$ cat src/rtl/stp_pkg.sv
package stp_pkg;
  localparam int MOTORS = 2;
  localparam int PH_W   = 4;
  localparam int ENT    = 8;
  localparam int IDX_W  = $clog2(ENT);
  localparam int CNT_W  = 16;
  localparam int SLOTS  = 4;
  localparam int SEL_W  = $clog2(SLOTS);
  localparam int ADDR_W = 7;

  typedef struct packed {
    logic [IDX_W-1:0] len_m1;
    logic             en;
    logic             gpo;
    logic [SEL_W-1:0] sel;
    logic [PH_W-1:0]  gpo_val;
    logic [CNT_W-1:0] to_lim;
  } stp_cfg_t;
endpackage

$ cat src/rtl/stp_prescaler.sv
module stp_prescaler #(
  parameter int PRESCALE = 4
) (
  input  logic clk,
  input  logic rst,
  output logic strobe_o
);
  localparam int PC_W = (PRESCALE > 1) ? $clog2(PRESCALE) : 1;

  logic [PC_W-1:0] pcnt_q;

  always_ff @(posedge clk) begin
    if (rst) begin
      pcnt_q   <= '0;
      strobe_o <= 1'b0;
    end else begin
      strobe_o <= (pcnt_q == PC_W'(PRESCALE - 1));
      pcnt_q   <= (pcnt_q == PC_W'(PRESCALE - 1)) ? '0 : pcnt_q + 1'b1;
    end
  end

  generate
    if (PRESCALE > 1) begin : g_gap_chk
      a_r5_strobe_gap: assert property (@(posedge clk) disable iff (rst)
        strobe_o |=> !strobe_o);
    end
  endgenerate
endmodule

$ cat src/rtl/stp_regfile.sv
module stp_regfile
  import stp_pkg::*;
(
  input  logic              clk,
  input  logic              rst,
  input  logic              wr_en,
  input  logic [ADDR_W-1:0] wr_addr,
  input  logic [CNT_W-1:0]  wr_data,
  output stp_cfg_t          cfg_o   [MOTORS],
  output logic [CNT_W-1:0]  slot_o  [SLOTS],
  output logic [MOTORS-1:0] tbl_we_o,
  output logic [IDX_W-1:0]  tbl_wa_o,
  output logic [PH_W-1:0]   tbl_wd_o
);
  localparam logic [4:0] OFF_LEN = 5'h08;
  localparam logic [4:0] OFF_CTL = 5'h09;
  localparam logic [4:0] OFF_GPO = 5'h0A;
  localparam logic [4:0] OFF_TO  = 5'h0B;

  logic       slot_space;
  logic [4:0] off;

  assign slot_space = wr_addr[6];
  assign off        = wr_addr[4:0];
  assign tbl_wa_o   = wr_addr[IDX_W-1:0];
  assign tbl_wd_o   = wr_data[PH_W-1:0];

  genvar s, m;
  generate
    for (s = 0; s < SLOTS; s++) begin : g_slot
      always_ff @(posedge clk) begin
        if (rst) slot_o[s] <= '0;
        else if (wr_en && slot_space && wr_addr[SEL_W-1:0] == SEL_W'(s))
          slot_o[s] <= wr_data;
      end
    end

    for (m = 0; m < MOTORS; m++) begin : g_mot
      logic hit;
      assign hit = wr_en && !slot_space && (wr_addr[5] == 1'(m));
      assign tbl_we_o[m] = hit && (off[4:3] == 2'b00);

      always_ff @(posedge clk) begin
        if (rst) begin
          cfg_o[m].len_m1  <= IDX_W'(ENT - 1);
          cfg_o[m].en      <= 1'b0;
          cfg_o[m].gpo     <= 1'b0;
          cfg_o[m].sel     <= '0;
          cfg_o[m].gpo_val <= '0;
          cfg_o[m].to_lim  <= '0;
        end else if (hit) begin
          case (off)
            OFF_LEN: cfg_o[m].len_m1 <= wr_data[IDX_W-1:0];
            OFF_CTL: begin
              cfg_o[m].en  <= wr_data[0];
              cfg_o[m].gpo <= wr_data[1];
              cfg_o[m].sel <= wr_data[2 +: SEL_W];
            end
            OFF_GPO: cfg_o[m].gpo_val <= wr_data[PH_W-1:0];
            OFF_TO:  cfg_o[m].to_lim  <= wr_data;
            default: ;
          endcase
        end
      end
    end
  endgenerate
endmodule

$ cat src/rtl/stp_channel.sv
module stp_channel
  import stp_pkg::*;
(
  input  logic             clk,
  input  logic             rst,
  input  logic             strobe,
  input  logic             step_req,
  input  logic             dir,
  input  stp_cfg_t         cfg,
  input  logic [CNT_W-1:0] lt_val,
  input  logic             tbl_we,
  input  logic [IDX_W-1:0] tbl_wa,
  input  logic [PH_W-1:0]  tbl_wd,
  output logic [PH_W-1:0]  phase_o,
  output logic             pwr_o
);
  logic             run;
  logic [CNT_W-1:0] lt_m1;
  logic [CNT_W-1:0] tcnt_q;
  logic             tick;
  logic             pend_q;
  logic [IDX_W-1:0] idx_q, idx_nxt;
  logic             powered_q;
  logic [CNT_W-1:0] idle_q;
  logic [PH_W-1:0]  tbl_q [ENT];
  logic [PH_W-1:0]  pat_q;

  assign run   = cfg.en && !cfg.gpo;
  assign lt_m1 = (lt_val == '0) ? '0 : lt_val - 1'b1;
  assign tick  = run && strobe && (tcnt_q >= lt_m1);

  // line-time counter in prescaled strobes
  always_ff @(posedge clk) begin
    if (rst || !run)  tcnt_q <= '0;
    else if (strobe)  tcnt_q <= tick ? '0 : tcnt_q + 1'b1;
  end

  // pending request, consumed by a tick
  always_ff @(posedge clk) begin
    if (rst || !run) pend_q <= 1'b0;
    else             pend_q <= (pend_q && !tick) || step_req;
  end

  always_comb begin
    if (!dir) idx_nxt = (idx_q >= cfg.len_m1) ? '0 : idx_q + 1'b1;
    else      idx_nxt = (idx_q == '0 || idx_q > cfg.len_m1) ? cfg.len_m1 : idx_q - 1'b1;
  end

  // index, power state and idle-tick timeout
  always_ff @(posedge clk) begin
    if (rst) begin
      idx_q     <= '0;
      powered_q <= 1'b0;
      idle_q    <= '0;
    end else if (!cfg.en) begin
      powered_q <= 1'b0;
      idle_q    <= '0;
    end else if (tick) begin
      if (pend_q) begin
        idle_q <= '0;
        if (!powered_q) powered_q <= 1'b1;
        else            idx_q     <= idx_nxt;
      end else if (powered_q && cfg.to_lim != '0) begin
        if (idle_q == cfg.to_lim - 1'b1) begin
          powered_q <= 1'b0;
          idle_q    <= '0;
        end else begin
          idle_q <= idle_q + 1'b1;
        end
      end
    end
  end

  // pattern table: synchronous write and read
  always_ff @(posedge clk) begin
    if (tbl_we) tbl_q[tbl_wa] <= tbl_wd;
    pat_q <= tbl_q[idx_q];
  end

  always_ff @(posedge clk) begin
    if (rst) begin
      phase_o <= '0;
      pwr_o   <= 1'b0;
    end else begin
      pwr_o <= run && powered_q;
      if (cfg.gpo)                  phase_o <= cfg.gpo_val;
      else if (run && powered_q)    phase_o <= pat_q;
      else                          phase_o <= '0;
    end
  end

  a_r3_move_on_tick: assert property (@(posedge clk) disable iff (rst)
    !$stable(idx_q) |-> $past(tick));

  a_r4_fwd_wrap: assert property (@(posedge clk) disable iff (rst)
    (tick && pend_q && powered_q && !dir && idx_q == cfg.len_m1) |=> (idx_q == '0));

  a_r6_sleep_cause: assert property (@(posedge clk) disable iff (rst)
    $fell(powered_q) |-> ($past(tick) || !$past(cfg.en)));

  a_r7_wake_keeps_index: assert property (@(posedge clk) disable iff (rst)
    (tick && pend_q && !powered_q) |=> (powered_q && $stable(idx_q)));

  a_r8_gpo_outputs: assert property (@(posedge clk) disable iff (rst)
    $past(cfg.gpo) |-> (!pwr_o && phase_o == $past(cfg.gpo_val)));
endmodule

$ cat src/rtl/dual_stepper_seq.sv
module dual_stepper_seq
  import stp_pkg::*;
#(
  parameter int PRESCALE = 4
) (
  input  logic        clk,
  input  logic        rst,
  input  logic        wr_en,
  input  logic [6:0]  wr_addr,
  input  logic [15:0] wr_data,
  input  logic        scan_step,
  input  logic        scan_dir,
  input  logic        prn_step,
  input  logic        prn_dir,
  output logic [3:0]  scan_phase,
  output logic [3:0]  prn_phase,
  output logic        scan_pwr,
  output logic        prn_pwr
);
  stp_cfg_t          cfg    [MOTORS];
  logic [CNT_W-1:0]  slot   [SLOTS];
  logic [MOTORS-1:0] tbl_we;
  logic [IDX_W-1:0]  tbl_wa;
  logic [PH_W-1:0]   tbl_wd;
  logic              strobe;
  logic [MOTORS-1:0] step_v, dir_v, pwr_v;
  logic [PH_W-1:0]   phase_v [MOTORS];

  assign step_v = {prn_step, scan_step};
  assign dir_v  = {prn_dir, scan_dir};

  stp_prescaler #(.PRESCALE(PRESCALE)) i_pre (
    .clk(clk), .rst(rst), .strobe_o(strobe)
  );

  stp_regfile i_regs (
    .clk(clk), .rst(rst), .wr_en(wr_en), .wr_addr(wr_addr), .wr_data(wr_data),
    .cfg_o(cfg), .slot_o(slot), .tbl_we_o(tbl_we), .tbl_wa_o(tbl_wa), .tbl_wd_o(tbl_wd)
  );

  genvar m;
  generate
    for (m = 0; m < MOTORS; m++) begin : g_ch
      stp_channel i_ch (
        .clk(clk), .rst(rst), .strobe(strobe),
        .step_req(step_v[m]), .dir(dir_v[m]), .cfg(cfg[m]),
        .lt_val(slot[cfg[m].sel]),
        .tbl_we(tbl_we[m]), .tbl_wa(tbl_wa), .tbl_wd(tbl_wd),
        .phase_o(phase_v[m]), .pwr_o(pwr_v[m])
      );
    end
  endgenerate

  assign scan_phase = phase_v[0];
  assign prn_phase  = phase_v[1];
  assign scan_pwr   = pwr_v[0];
  assign prn_pwr    = pwr_v[1];

  a_r1_reset_quiet: assert property (@(posedge clk)
    $past(rst) |-> (scan_phase == '0 && prn_phase == '0 && !scan_pwr && !prn_pwr));
endmodule

$ cat config.mk
export PLATFORM = sky130hd
export DESIGN_NAME = dual_stepper_seq
export DESIGN_NICKNAME = d
export VERILOG_FILES = /design/src/rtl/stp_pkg.sv /design/src/rtl/stp_prescaler.sv /design/src/rtl/stp_regfile.sv /design/src/rtl/stp_channel.sv /design/src/rtl/dual_stepper_seq.sv
export SDC_FILE = /design/constraint.sdc
export NUM_CORES = 1
export LEC_CHECK = 0
export ABC_AREA = 1
export BUFFER_PORTS_ARGS = -buffer_cell sky130_fd_sc_hd__buf_4
export CORE_MARGIN = 2
export CORE_UTILIZATION = 35
export CTS_CLUSTER_SIZE = 10
export DETAILED_ROUTE_END_ITERATION = 6
export PLACE_DENSITY = 0.6
export SLEW_MARGIN = 20
export SYNTH_ARGS = -nofsm -noshare
export SYNTH_HDL_FRONTEND = slang
export SYNTH_SLANG_ARGS = --single-unit
$ cat constraint.sdc
create_clock -name clk -period 4.5 [get_ports clk]
set_input_delay 0.225 -clock clk [delete_from_list [all_inputs] [get_ports clk]]
set_output_delay 0.225 -clock clk [all_outputs]
set_load 0.05 [all_outputs]
# == After elaboration in Yosys (flattened, before gate mapping) ==
# Memories as Yosys holds them, arrays and structs flattened. A register that Yosys moved wholly into a read port is not among the register bits.
# Cells that the tools add are included.
# word_totals
out_inout_bits,10
ramBits,64
elab_cells,170
memories,2
rom_bits,0
inputBits,30
reg_bits,205
latch_bits,0
# op_classes
n_reduce_logical,64
n_eq_ne,10
n_shift,0
n_addsub,13
bitwise_logic,5
div,0
n_lt_le_gt_ge,8
mul,0
mux,36
# mem_list
name,depth,width,rd,rd_clocked_by_memory_dff,write_ports,line,rtl
g_ch[0].i_ch.tbl_q,8,4,1,1,1,stp_channel.sv:25,logic [PH_W-1:0] tbl_q [ENT];
g_ch[1].i_ch.tbl_q,8,4,1,1,1,stp_channel.sv:25,
# ops
operator,n
two-way mux 16 bit,14
adder 16 x 1 -> 16 bit (second input constant),4
binary-select mux 16 bit (select 2 bit),2
subtractor 16 x 1 -> 16 bit (second input constant),4
equality test 16 bit,2
>= comparator 16 bit,2
logical NOT 16 bit,2
nonzero test 16 bit,2
logical AND 1 bit,22
equality test 5 x 4 -> 1 bit (second input constant),4
AND reduction 2 bit,10
two-way mux 3 bit,6
two-way mux 4 bit,4
two-way mux 1 bit,10
AND reduction 4 bit,2
nonzero test 2 bit,4
logical NOT 1 bit,7
adder 3 x 1 -> 3 bit (second input constant),2
equality test 2 bit (second input constant),3
>= comparator 3 bit,2
>= comparator 3 bit (second input constant),2
> comparator 3 bit,2
logical NOT 3 bit,2
logical OR 1 bit,6
other kinds (8),16

# == Longest topological paths before layout ==
# Gate-level depths: netlist of run 1.
# depth
depth_word,11
mapped_depth,31

# == Cells and area by module ==
# Synthesis of run 1 repeated with hierarchy kept, for this count alone.
# hier_totals
hier_cells,2233
area_unflattened_um2,15788.9
# by_module_without_submodules
module,area_each_um2,cells_each,instances,seq_area_each_um2
stp_channel (g_ch[0].i_ch),4993.5,688,1,1881.8
stp_channel (g_ch[1].i_ch),4974.8,671,1,1881.8
stp_regfile,4350.4,551,1,2362.3
dual_stepper_seq,1371.3,312,1,0.0
stp_prescaler,98.8,11,1,60.1

# == Worst setup path after synthesis of run 1 ==
# OpenSTA, ideal clock, no wires.
# synth_path
kind,register to register
startpoint,register i_regs.cfg_o[47] (netlist name)
endpoint,register g_ch[0].i_ch.idle_q[9]
arrival_ns,3.266
slack_ns,1.121
path_buffers,4
required_time_ns,4.387
setup_ns,0.113
period_less_slack_ns,3.379
stages_incl_launch_ff,30
cell_sequence,dfxtp_1 > buf_4 > inv_2 > buf_6 > buf_6 > nand2_1 > a32oi_1 > inv_1 > ha_1 > inv_1 > nor2_2 > nand3_1 > nor2_1 > or2_2 > nand3_1 > ha_1 > nand2_1 > inv_1 > nand3_1 > nor2_1 > nand3_1 > nand3_1 > nand2_1 > nor2_2 > inv_1 > buf_2 > nor2_1 > nand2_1 > nand2_1 > nor2_1
# synth_via
elab_chain_cells,9
elab_cells_between_ends,10
# synth_rtl
item,line,rtl
"start, declared",stp_regfile.sv:9,"output stp_cfg_t cfg_o [MOTORS],"
NOT 2 -> 3 bit (implied by the code) *,dual_stepper_seq.sv:47,".lt_val(slot[cfg[m].sel]),"
binary-select mux 16 bit (select 2 bit) *,dual_stepper_seq.sv:47,
two-way mux 16 bit (implied by the code) * (2 in a row),dual_stepper_seq.sv:47,
subtractor 16 x 1 -> 16 bit or logical NOT 16 bit (tied branches),stp_channel.sv:29,assign lt_m1 = (lt_val == '0) ? '0 : lt_val - 1'b1;
two-way mux 16 bit *,stp_channel.sv:29,
>= comparator 16 bit *,stp_channel.sv:30,assign tick = run && strobe && (tcnt_q >= lt_m1);
logical AND 1 bit *,stp_channel.sv:30,
AND reduction 2 bit (no source line) *,n/a,
"end signal, assigned",stp_channel.sv:68,idle_q <= idle_q + 1'b1;
"end, declared",stp_channel.sv:24,logic [CNT_W-1:0] idle_q;
# Every way passes the cells marked *; elsewhere a longest branch is shown, timed or not. The select of a mux whose other input is x is not followed.
# A chain may end at the register's enable or synchronous reset.

# == Worst setup path after layout of run 1 ==
# layout_path
startpoint,register i_regs.cfg_o[47] (netlist name)
endpoint,register g_ch[0].i_ch.idle_q[3]
# Same word-level chain as after synthesis.

==> out/qor.csv, run 1 <==
stage,metric,value,unit
clocking,CTS sink cnt,277,
grt,initial antenna violation count,0,
power,Power Total,6038,uW
synthesis,post-synthesis cell count,2091,
floorplan,Core ar.,42130,sq um
timing,Final Hold Vio Count,0,
worst_setup_path,R2R Path End,g_ch[0].i_ch.idle_q[3],
worst_setup_path,"Largest stage delay, worst path",0.51,ns
clocking,"Clk pin slew, worst setup/hold paths",0.05,ns
grt,total track usage,18.88,%
cells_and_area,Layout Nets,2215,
power,Pleak,0.007217,uW
place,port buffer count,39,
job,max cap viols,0,
cells_and_area,post-route cell area,17090,sq um
worst_setup_path,"Worst Path Class, Setup",flop to flop,
worst_setup_path,FF-to-FF path depth,25,
timing,max-slew violations,0,
hold_path,Hold Crit Class,input port to flop,
timing,Worst-Margin Slew,1.109,ns
cells_and_area,Antenna Cells,0,
clocking,Max Root-Sink Buffers,3,
power,power share of the clock group,48.3,%
cells_and_area,share of cells above drive strength 1,7.339,%
outcome,outcome,completed,
clocking,clock latency on the worst-skew pair,0.56,ns
synthesis,Post-Syn Nets,2178,
worst_setup_path,critical path endpoint category,flop,
synthesis,post-synthesis async set-or-reset flop share,0,%
power,internal cell power,4556,uW
routing,DRC Markers,0,
worst_setup_path,critical-path maximum fanout,12,
synthesis,Post-Syn Area,15010,sq um
floorplan,Die Y,211.1,um
routing,drt wl/cell,15.47,um
synthesis,Cell variety after synth,47,
timing,Setup TNS Final,0,ns
timing,final setup skew,0.02873,ns
floorplan,Top-Level Pins,40,
grt,grt total ovfl,0,
worst_setup_path,startpoint types,flop,
power,maximum VDD drop,0.3013,mV
routing,final WL,41650,um
worst_setup_path,Crit-path slowest cell,dfxtp_1,
routing,post-route ant nets,0,
cells_and_area,Filler cells,4266,
timing,min Tclk post-route,3.962,ns
timing,Final Cycle Share,88.04,%
floorplan,Die Wd,211.1,um
place,Placement Cell Area,15750,sq um
hold_path,Hold Path End,i_regs.slot_o[44],
worst_setup_path,worst endpoint required time,5.00,ns
synthesis,"Seq/Total Area, Yosys",41.22,%
clocking,Root Driver,clkbuf_16,
synthesis,syn avg cell area,7.176,sq um
timing,FMAX,252.4,MHz
routing,DRT Pass-1 Iters,6,
grt,largest net degree at the start of global routing,57,
floorplan,Starting Density,35.61,%
clocking,cts bufs inserted,36,
cells_and_area,Area Overhead vs Synth,13.91,%
grt,first-pass GRT wire length,67550,um
grt,vias in the first global route,12977,
synthesis,Yosys reg bits,277,
timing,Slew Limit Headroom,25.87,%
power,sequential share of power,42.9,%
routing,Via density,5.090,
worst_setup_path,RR Startpoint,i_regs.cfg_o[47],
clocking,H-tree Lvls,2,
power,combinational power share,8.7,%
floorplan,die footprint,44550,sq um
routing,total number of vias,13703,
synthesis,ys flop type,dfxtp_1,
power,Switch Pwr,1482,uW
routing,DR iter-0 viols,1061,
timing,final setup fails,0,
worst_setup_path,reg2reg setup slack,0.54,ns
hold_path,Hold Startpoint,wr_data[12],
floorplan,row count,75,
place,post-DP HPWL,29890,um
hold_path,Hold Path Depth,3,
synthesis,"EDFF count, synth",64,
synthesis,synth warn,0,
power,switching share of power,24.55,%
power,PwrDens,353.3,nW/um^2
place,RD Place Congestion,0.9231,
worst_setup_path,critical path data arrival time,4.46,ns
clocking,CTS tree,built,
timing,RSZ-0062 raised after global routing,no,
## what timing repair did
action,4_1_cts,5_1_grt
endpoints found under the setup margin,0,31
hold endpoints to repair,25,0
setup buffers,0,4
resized for setup,0,3
hold buffers,10,0
## per-layer routing
layer | vias up | share of wire, % | track usage (%)
met5 | - | 0 | 0
li1 | 6919 | - | -
met3 | 70 | 5.8 | 2.676
met1 | 6326 | 47 | 26.35
met4 | 0 | 2.8 | 7.067
met2 | 388 | 44 | 29.58
## flip-flops by register name (all words and copies together), names as in the netlist
name	cells
g_ch.i_ch.tcnt_q	32
i_pre.strobe_o	1
g_ch.i_ch.phase_o	8
i_regs.cfg_o	54
g_ch.i_ch.powered_q	2
g_ch.i_ch.tbl_q	64
g_ch.i_ch.pwr_o	2
g_ch.i_ch.idle_q	32
g_ch.i_ch.pend_q	2
i_pre.pcnt_q	2
g_ch.i_ch.pat_q	8
i_regs.slot_o	64
g_ch.i_ch.idx_q	6
## area by class of cell
cell class / count / area (sq um) / share of cell area, %
Timing Repair inverter: 1 / 7.507 / 0.04392
Sequential cell: 277 / 6187 / 36.20
Clock buffer: 57 / 1062 / 6.215
Inverter: 203 / 765.7 / 4.480
Tap cell: 539 / 674.4 / 3.946
Timing Repair Buffer: 68 / 535.5 / 3.133
Multi-Input combinational cell: 1541 / 7719 / 45.16
Clock inverter: 6 / 141.4 / 0.8272
## power by group through the flow
| stage | registers, uW | logic [uW] | clock network, uW |
|---|---|---|---|
| final | 2590 | 528 | 2920 |
| after CTS | 2590 | 522 | 2980 |
| after global placement | 2640 | 502 | 0 |
| after global routing | 2590 | 607 | 3080 |
| after detailed placement | 2640 | 513 | 0 |
| after floorplan | 2630 | 355 | 0 |
## cell usage in the layout (no fill, tap or decap), drive strengths merged, types with 2 or more instances in the layout
cell	instances
clkbuf	57
clkinv	9
xor2	46
nor3	24
dfxtp	213
o22a	5
bufinv	3
nand3b	11
o21ai	223
o211ai	4
clkinvlp	2
a32o	8
nand4	35
a21o	2
nor2	468
o22ai	10
inv	196
a31oi	12
a211oi	2
a21oi	99
nand3	94
nor3b	7
dlygate4sd3	10
a32oi	5
xnor2	18
o221ai	2
nand2	388
buf	58
edfxtp	64
o21bai	4
ha	57
or2	10
nor4	3
## critical path: cells and delay by family (launching register included)
family                     cells  cell delay (ns)
and+or+nand+nor               16             1.90
adders and majority gates      2             0.47
AOI/OAI and AO/OA              2             0.37
DFF                            1             0.51
buffers and inverters          5             0.64
## how the worst max path moves through the flow
stage / startpoint / to / depth (start not counted)
floorplan: i_regs.cfg_o[47] / g_ch[0].i_ch.idle_q[9] / 29
global placement: i_regs.cfg_o[21] / g_ch[1].i_ch.idx_q[0] / 25
global route: i_regs.cfg_o[21] / g_ch[1].i_ch.idx_q[1] / 22
finish: i_regs.cfg_o[47] / g_ch[0].i_ch.idle_q[3] / 25
detailed placement: i_regs.cfg_o[21] / g_ch[1].i_ch.idx_q[0] / 21
CTS: i_regs.cfg_o[21] / g_ch[1].i_ch.idx_q[0] / 21
## kinds of logic (layout without fill, tap and decap cells)
| logic type | after synthesis | in the layout | synth area share [%] |
|---|---|---|---|
| AND/OR/NAND/NOR | 1042 | 1042 | 28.97 |
| AO/OA/AOI/OAI | 377 | 377 | 13.82 |
| adder cells (fa/ha/maj) | 57 | 57 | 4.753 |
| XOR/XNOR | 65 | 65 | 3.894 |
| buffers and inverters | 273 | 335 | 7.338 |
| flip-flops | 277 | 277 | 41.22 |
## cell usage after synthesis, drive strengths merged, types with 2 or more instances
master	n	area share (%)
or2	10	0.42
xor2	46	2.7
nor2	468	12
clkinv	6	0.15
a211oi	2	0.10
inv	197	4.9
o22a	5	0.29
o21bai	4	0.20
clkbuf	44	1.1
o221ai	2	0.12
nand3	94	3.1
nand2	388	9.8
o22ai	10	0.42
edfxtp	64	13
a21oi	99	3.6
dfxtp	213	28
nand3b	11	0.55
a21o	2	0.10
nor3b	7	0.35
xnor2	18	1.1
o211ai	4	0.20
nor3	24	0.80
o21ai	223	7.4
nand4	35	1.5
a32oi	5	0.29
ha	57	4.8
buf	26	1.2
a32o	8	0.53
a31oi	12	0.50
nor4	3	0.17
## stage by stage
step,utilization (%),setup WS [ns],hold WS (ns),std cells
floorplan,-,1.121,0.2961,2091
global placement,37.37,0.4583,0.4166,2614
detailed placement,37.37,0.2638,0.4368,2614
CTS,40.47,0.2394,0.002177,2687
global route,40.57,0.1258,0.01880,2692
finish,40.57,0.5380,0.02539,2692
Power figures use the tool's default switching activity.
==> inputs of run 2 (changes only) <==
CORE_MARGIN = default   (was 2)
==> out/qor.csv, run 2 (same netlist as run 1, synthesis figures left out) <==
stage,metric,value,unit,change
outcome,outcome,completed,,
routing,DRT Pass-1 Iters,5,,-1
timing,Worst-Margin Slew,0.6909,ns,-0.4184 ns
worst_setup_path,critical path endpoint category,flop,,
routing,drt wl/cell,15.29,um,-1.2%
timing,Setup TNS Final,0,ns,unchanged
grt,vias in the first global route,12631,,-2.7%
floorplan,Die Wd,209.1,um,-0.95%
cells_and_area,Layout Nets,2212,,-0.14%
job,max cap viols,0,,unchanged
power,Pleak,0.007205,uW,-0.16%
clocking,"Clk pin slew, worst setup/hold paths",0.05,ns,about the same
grt,initial antenna violation count,0,,unchanged
worst_setup_path,critical-path maximum fanout,15,,+3
routing,post-route ant nets,0,,unchanged
timing,FMAX,246.1,MHz,-2.5%
worst_setup_path,FF-to-FF path depth,24,,-4.0%
timing,Final Hold Vio Count,0,,unchanged
timing,RSZ-0062 raised after global routing,no,,
routing,final WL,41080,um,-1.4%
hold_path,Hold Path End,i_regs.slot_o[15],,
floorplan,Die Y,209.1,um,-0.95%
grt,largest net degree at the start of global routing,64,,+12%
grt,first-pass GRT wire length,66170,um,-2.0%
worst_setup_path,critical path data arrival time,4.54,ns,+0.08 ns
timing,min Tclk post-route,4.064,ns,+0.1018 ns
worst_setup_path,reg2reg setup slack,0.44,ns,-0.10 ns
worst_setup_path,"Worst Path Class, Setup",flop to flop,,
floorplan,Top-Level Pins,40,,unchanged
place,RD Place Congestion,0.9307,,+0.82%
cells_and_area,"most common cell after layout, fill and taps aside",nor2_1,,
hold_path,Hold Crit Class,input port to flop,,
clocking,H-tree Lvls,2,,unchanged
timing,setup ws final,0.4362,ns,-0.1018 ns
floorplan,Core ar.,42130,sq um,unchanged
clocking,Post-CTS Setup Bufs,0,,unchanged
worst_setup_path,RR Startpoint,i_regs.cfg_o[21],,
grt,total track usage,18.91,%,+0.029 points
floorplan,die footprint,43710,sq um,-1.9%
grt,grt total ovfl,0,,unchanged
clocking,Max Root-Sink Buffers,3,,unchanged
floorplan,Starting Density,35.61,%,unchanged
cells_and_area,share of cells above drive strength 1,7.402,%,+0.064 points
power,PwrDens,351.7,nW/um^2,-0.44%
clocking,cts bufs inserted,36,,unchanged
clocking,Root Driver,clkbuf_16,,
clocking,clock latency on the worst-skew pair,0.55,ns,about the same
cells_and_area,Antenna Cells,0,,unchanged
hold_path,Hold Path Depth,3,,unchanged
place,post-DP HPWL,29450,um,-1.5%
routing,Via density,5.033,,-1.1%
worst_setup_path,startpoint types,flop,,
worst_setup_path,worst endpoint required time,4.98,ns,-0.02 ns
timing,final setup skew,0.01876,ns,-0.009970 ns
power,maximum VDD drop,0.2840,mV,-5.7%
clocking,CTS sink cnt,277,,unchanged
timing,max-slew violations,0,,unchanged
cells_and_area,highest-count cells in the layout ignoring fill and taps,"449 x nor2_1, 381 x nand2_1, 212 x dfxtp_1",,
cells_and_area,utilization after layout,40.51,%,-0.056 points
worst_setup_path,R2R Path End,g_ch[1].i_ch.idx_q[0],,
place,Place WS,0.2319,ns,-0.03187 ns
routing,DRC Markers,0,,unchanged
routing,total number of vias,13524,,-1.3%
timing,Slew Limit Headroom,53.89,%,+28 points
routing,DR iter-0 viols,997,,-6.0%
place,port buffer count,39,,unchanged
timing,final setup fails,0,,unchanged
clocking,CTS tree,built,,
cells_and_area,Area Overhead vs Synth,13.75,%,
floorplan,row count,75,,unchanged
cells_and_area,biggest regs,"g_ch.i_ch.tbl_q: 64 flops, i_regs.slot_o: 64 flops, i_regs.cfg_o: 54 flops",,
hold_path,Hold Startpoint,wr_data[15],,
timing,Final Cycle Share,90.31,%,+2.3 points
[run 2: cell count changes in the layout (fill, tap and decap cells not counted), moves of 2 or more]
cell      before  now
inv_16         0    2
clkbuf_1      15   11
clkbuf_8       4    7
buf_4         58   55
[run 2: layer usage]
metal  up-vias  part of all wire (%)  GRT usage [%]
li1       6915                     -              -
met1      6176                    47          25.54
met2       358                    45          30.24
met3        75                   5.4          3.051
met4         0                   2.9          7.175
met5         -                     0              0
[run 2: worst max-delay path by stage]
stage                     slack (ns)                     end        startpoint  cells after the start
final                           0.44   g_ch[1].i_ch.idx_q[0]  i_regs.cfg_o[21]                     24
after global routing            0.02   g_ch[1].i_ch.idx_q[2]  i_regs.cfg_o[21]                     24
after CTS                       0.20   g_ch[1].i_ch.idx_q[0]  i_regs.cfg_o[21]                     24
after detailed placement        0.23   g_ch[1].i_ch.idx_q[0]  i_regs.cfg_o[21]                     24
after global placement          0.41   g_ch[1].i_ch.idx_q[0]  i_regs.cfg_o[21]                     24
after floorplan                 1.12  g_ch[0].i_ch.idle_q[9]  i_regs.cfg_o[47]                     29
[run 2: critical path, cell delays in order, from the launching register on]
cell and delay (ns):
dfxtp_2 0.52, clkinvlp_4 0.32, a21oi_1 0.19, a32oi_1 0.10, inv_1 0.12, ha_1 0.20, inv_1 0.07, nor2_2 0.16
nand3_1 0.13, nor2_1 0.13, or2_1 0.12, nand3_1 0.12, ha_1 0.30, nand2_1 0.05, inv_1 0.06, nand3_1 0.08
nor2_1 0.16, nand3_1 0.09, nand3_1 0.09, nand2_1 0.13, inv_1 0.19, nand4_1 0.32, nand2_1 0.16, nand2_1 0.07
nor2_1 0.09
[run 2: metrics by stage]
step,power [uW],std cells,area (sq um),hold WS (ns)
floorplan,2990,2091,15010,0.2961
global placement,3144,2615,15750,0.4168
detailed placement,3153,2615,15750,0.4275
CTS,6076,2686,17050,0.004340
global route,6241,2687,17070,0.02631
finish,6003,2687,17070,0.02791
[run 2: final cells by class]
class / instances / area [sq um]
multi-input cells: 1541 / 7725
well taps: 539 / 674.4
fillers: 4283 / 25070
flip-flops and latches: 277 / 6187
repair buffers: 65 / 513.0
clock inverters: 5 / 107.6
repair inverters: 1 / 7.507
inverters: 203 / 765.7
clock buffers: 56 / 1089
[run 2: repair_timing]
| action | 4_1_cts | 5_1_grt |
|---|---|---|
| endpoints found under the hold margin | 23 | 0 |
| setup endpoints to repair | 0 | 31 |
| hold buffers | 10 | 0 |
| gates resized for setup | 0 | 4 |
[run 2: power breakdown]
part / internal [uW] / switching, uW
Sequential: 2570 / 20.8
Combinational: 180 / 339
Clock: 1790 / 1110
Total: 4540 / 1470
==> inputs of run 3 (changes only) <==
SLEW_MARGIN = default   (was 20)
SYNTH_HIERARCHICAL = 1   (was default)
==> out/qor.csv, run 3 <==
stage,metric,value,unit,change
worst_setup_path,worst endpoint required time,4.93,ns,-0.05 ns
floorplan,Top-Level Pins,40,,unchanged
floorplan,row count,77,,+2.7%
cells_and_area,Layout Nets,2335,,+5.6%
place,Place WS,0.2266,ns,-0.005373 ns
clocking,CTS sink cnt,277,,unchanged
cells_and_area,Filler cells,4656,,+8.7%
power,maximum VDD drop,0.2581,mV,-9.1%
clocking,Root Driver,clkbuf_16,,
grt,first-pass GRT wire length,68210,um,+3.1%
grt,grt total ovfl,0,,unchanged
synthesis,ys flop type,dfxtp_1,,
synthesis,Compound-Gate Fraction of Synth Area,10.67,%,-3.2 points
synthesis,post-synthesis adder-cell area fraction,4.517,%,-0.24 points
clocking,cts bufs inserted,35,,-2.8%
grt,vias in the first global route,13230,,+4.7%
clocking,Max Root-Sink Buffers,3,,unchanged
grt,global-route track usage on met3,3.064,%,+0.013 points
routing,final WL,42380,um,+3.2%
grt,busiest grt layer,met2,,
power,Power Total,5687,uW,-5.3%
cells_and_area,biggest regs,"g_ch.i_ch/tbl_q: 64 flops, i_regs/slot_o: 64 flops, i_regs/cfg_o: 54 flops",,
power,PwrDens,324.9,nW/um^2,-7.6%
outcome,outcome,"complete, but fails checks",,
timing,Worst-Margin Slew,1.237,ns,+0.5464 ns
timing,RSZ-0062 raised after global routing,yes,,
synthesis,dominant cells by area after synthesis,"dfxtp_1 27%, nand2_1 12%, edfxtp_1 12%, nor2_1 7.8%, nand3_1 6.3%",,
cells_and_area,post-route insts no fill,2858,,+6.4%
synthesis,largest area contributor in the netlist,dfxtp_1,,
place,port buffer count,39,,unchanged
place,Cell Count Post-Placement,2797,,+7.0%
worst_setup_path,critical-path maximum fanout,32,,+17
grt,largest net degree at the start of global routing,69,,+7.8%
timing,Final Cycle Share,91.19,%,+0.88 points
cells_and_area,share of cells above drive strength 1,7.723,%,+0.32 points
timing,final setup fails,0,,unchanged
floorplan,Starting Density,35.63,%,about the same
floorplan,Die Wd,214.4,um,+2.6%
worst_setup_path,"Worst Path Class, Setup",flop to flop,,
synthesis,Cell variety after synth,45,,-4.3%
place,RD Place Congestion,0.8992,,-3.4%
routing,DRT Pass-1 Iters,7,,+2
routing,drt wl/cell,14.83,um,-3.0%
place,post-DP HPWL,30160,um,+2.4%
timing,final hold slack,0.02640,ns,-0.001511 ns
synthesis,Synth top area share,27.01,%,-1.4 points
synthesis,post-synthesis xor/xnor area fraction,3.606,%,-0.29 points
synthesis,main combinational cell family by area after synthesis,simple AND/OR/NAND/NOR gates,,
synthesis,Post-Syn Area,15790,sq um,+5.2%
clocking,H-tree Lvls,2,,unchanged
routing,DR iter-0 viols,1125,,+13%
worst_setup_path,critical path data arrival time,4.53,ns,about the same
timing,final setup skew,0.01963,ns,+0.0008772 ns
timing,max-slew violations,0,,unchanged
job,max cap viols,0,,unchanged
worst_setup_path,critical path endpoint category,flop,,
routing,Via density,4.973,,-1.2%
timing,FMAX,243.7,MHz,-0.97%
hold_path,Hold Crit Class,input port to flop,,
cells_and_area,Area Overhead vs Synth,10.86,%,
synthesis,Yosys reg bits,277,,unchanged
synthesis,post-synthesis cell count,2233,,+6.8%
synthesis,"EDFF count, synth",64,,unchanged
routing,DRC Markers,9,,+9
grt,GR Util met1,25.65,%,+0.11 points
synthesis,synth warn,6,,+6
cells_and_area,highest-count cells in the layout ignoring fill and taps,"520 x nand2_1, 321 x nor2_1, 237 x inv_1",,
grt,total track usage,18.23,%,-0.67 points
routing,post-route ant nets,0,,unchanged
worst_setup_path,startpoint types,flop,,
clocking,clock latency on the worst-skew pair,0.55,ns,about the same
clocking,CTS tree,built,,
synthesis,Post-Syn Nets,2320,,+6.5%
synthesis,"Seq/Total Area, Yosys",39.18,%,-2.0 points
floorplan,die footprint,45970,sq um,+5.2%
timing,min Tclk post-route,4.104,ns,+0.03970 ns
floorplan,Die Y,214.4,um,+2.6%
power,Pleak,0.007506,uW,+4.2%
synthesis,dominant cell by count in the synthesized netlist,nand2_1,,
cells_and_area,Antenna Cells,0,,unchanged
cells_and_area,"most common cell after layout, fill and taps aside",nand2_1,,
clocking,"Clk pin slew, worst setup/hold paths",0.06,ns,about the same
synthesis,mux contribution to synthesized area,0,%,unchanged
synthesis,"top cells by count, synth","521 x nand2_1, 326 x nor2_1, 237 x inv_1",,
floorplan,Core ar.,44320,sq um,+5.2%
outcome,failing checks,design-rule violations,,
timing,setup ws final,0.3965,ns,-0.03970 ns
timing,Final Hold Vio Count,0,,unchanged
grt,initial antenna violation count,0,,unchanged
synthesis,post-synthesis async set-or-reset flop share,0,%,unchanged
routing,total number of vias,14212,,+5.1%
timing,Slew Limit Headroom,17.43,%,-36 points
grt,GR Layer Usage met2,28.21,%,-2.0 points
synthesis,syn avg cell area,7.071,sq um,-1.5%
synthesis,Synth Area in Simple Gates,32.51,%,+3.5 points
run 3: cell count changes in the layout (fill, tap and decap cells not counted), moves of 10 or more:
cell	before	now
a21oi_1	87	123
a21oi_2	12	0
inv_1	191	237
nand2_1	381	520
nand3_1	94	200
nor2_1	449	321
nor2_4	4	14
o21ai_0	206	130
o21ai_1	17	7
run 3: kinds of logic after synthesis:
group | count (synthesis)
and+or+nand+nor | 1181
buffers and inverters | 343
AOI/OAI and AO/OA | 310
DFF | 277
xor gates and xnor gates | 65
adders and majority gates | 57
run 3: worst paths after layout:
kind         slack [ns]              from                  endpoint  cells past startpoint
max                0.40  i_regs/cfg_o[20]   g_ch[1].i_ch/idle_q[15]                     23
min                0.03        wr_data[3]  g_ch[0].i_ch/tbl_q[5][3]                      1
max reg2reg        0.40  i_regs/cfg_o[20]   g_ch[1].i_ch/idle_q[15]                     23
min reg2reg        0.43   i_pre/pcnt_q[0]           i_pre/pcnt_q[0]                      1
run 3: where the power goes:
| part | switching (uW) | total, uW | leakage [uW] | internal (uW) |
|---|---|---|---|---|
| Sequential | 16.0 | 2590 | 0.00230 | 2570 |
| Clock | 1090 | 2540 | 0.000494 | 1450 |
| Combinational | 373 | 560 | 0.00471 | 187 |
| Total | 1480 | 5690 | 0.00751 | 4210 |
run 3: per-stage QoR:
step | utilization [%] | TNS, ns | cell area (sq um)
after floorplan | - | 0 | 15790
after global placement | 37.06 | 0 | 16430
after detailed placement | 37.06 | 0 | 16430
after CTS | 39.41 | 0 | 17470
after global routing | 39.49 | -0.003584 | 17500
final | 39.49 | 0 | 17500
run 3: timing repair:
item	in CTS	in global routing
setup buffers	0	3
endpoints found under the setup margin	0	30
gates resized for setup	0	3
endpoints found under the hold margin	4	0
hold buffers	3	0
run 3: worst max-delay path: stages, from the launching register on:
cell	delay (ns)
dfxtp_1	0.35
inv_4	0.27
nand2_1	0.09
nand3_1	0.08
nand2_1	0.08
inv_1	0.10
ha_1	0.19
nand2_1	0.11
nor4_1	0.36
nand3b_1	0.20
xor2_1	0.18
or2_2	0.28
ha_1	0.29
nand4_1	0.12
nor3_2	0.15
nand3_1	0.09
nand3_1	0.11
nand2_1	0.15
nor2_4	0.32
inv_2	0.18
nor2_1	0.11
nand2_1	0.05
nand2_1	0.08
nor2_2	0.03
run 3: area by class of cell:
type / count / area [sq um] / area share [%]
Tap cell: 592 / 740.7 / 4.232
Clock buffer: 47 / 930.9 / 5.318
Clock inverter: 8 / 80.08 / 0.4575
Multi-Input combinational cell: 1613 / 8127 / 46.43
Sequential cell: 277 / 6186 / 35.34
Inverter: 262 / 988.4 / 5.647
Timing Repair Buffer: 59 / 450.4 / 2.573
run 3: routing by layer:
metal  up-vias  wire, um
li1       7264         -
met1      6511     20300
met2       364     18690
met3        73      2275
met4         0      1106
met5         -         0
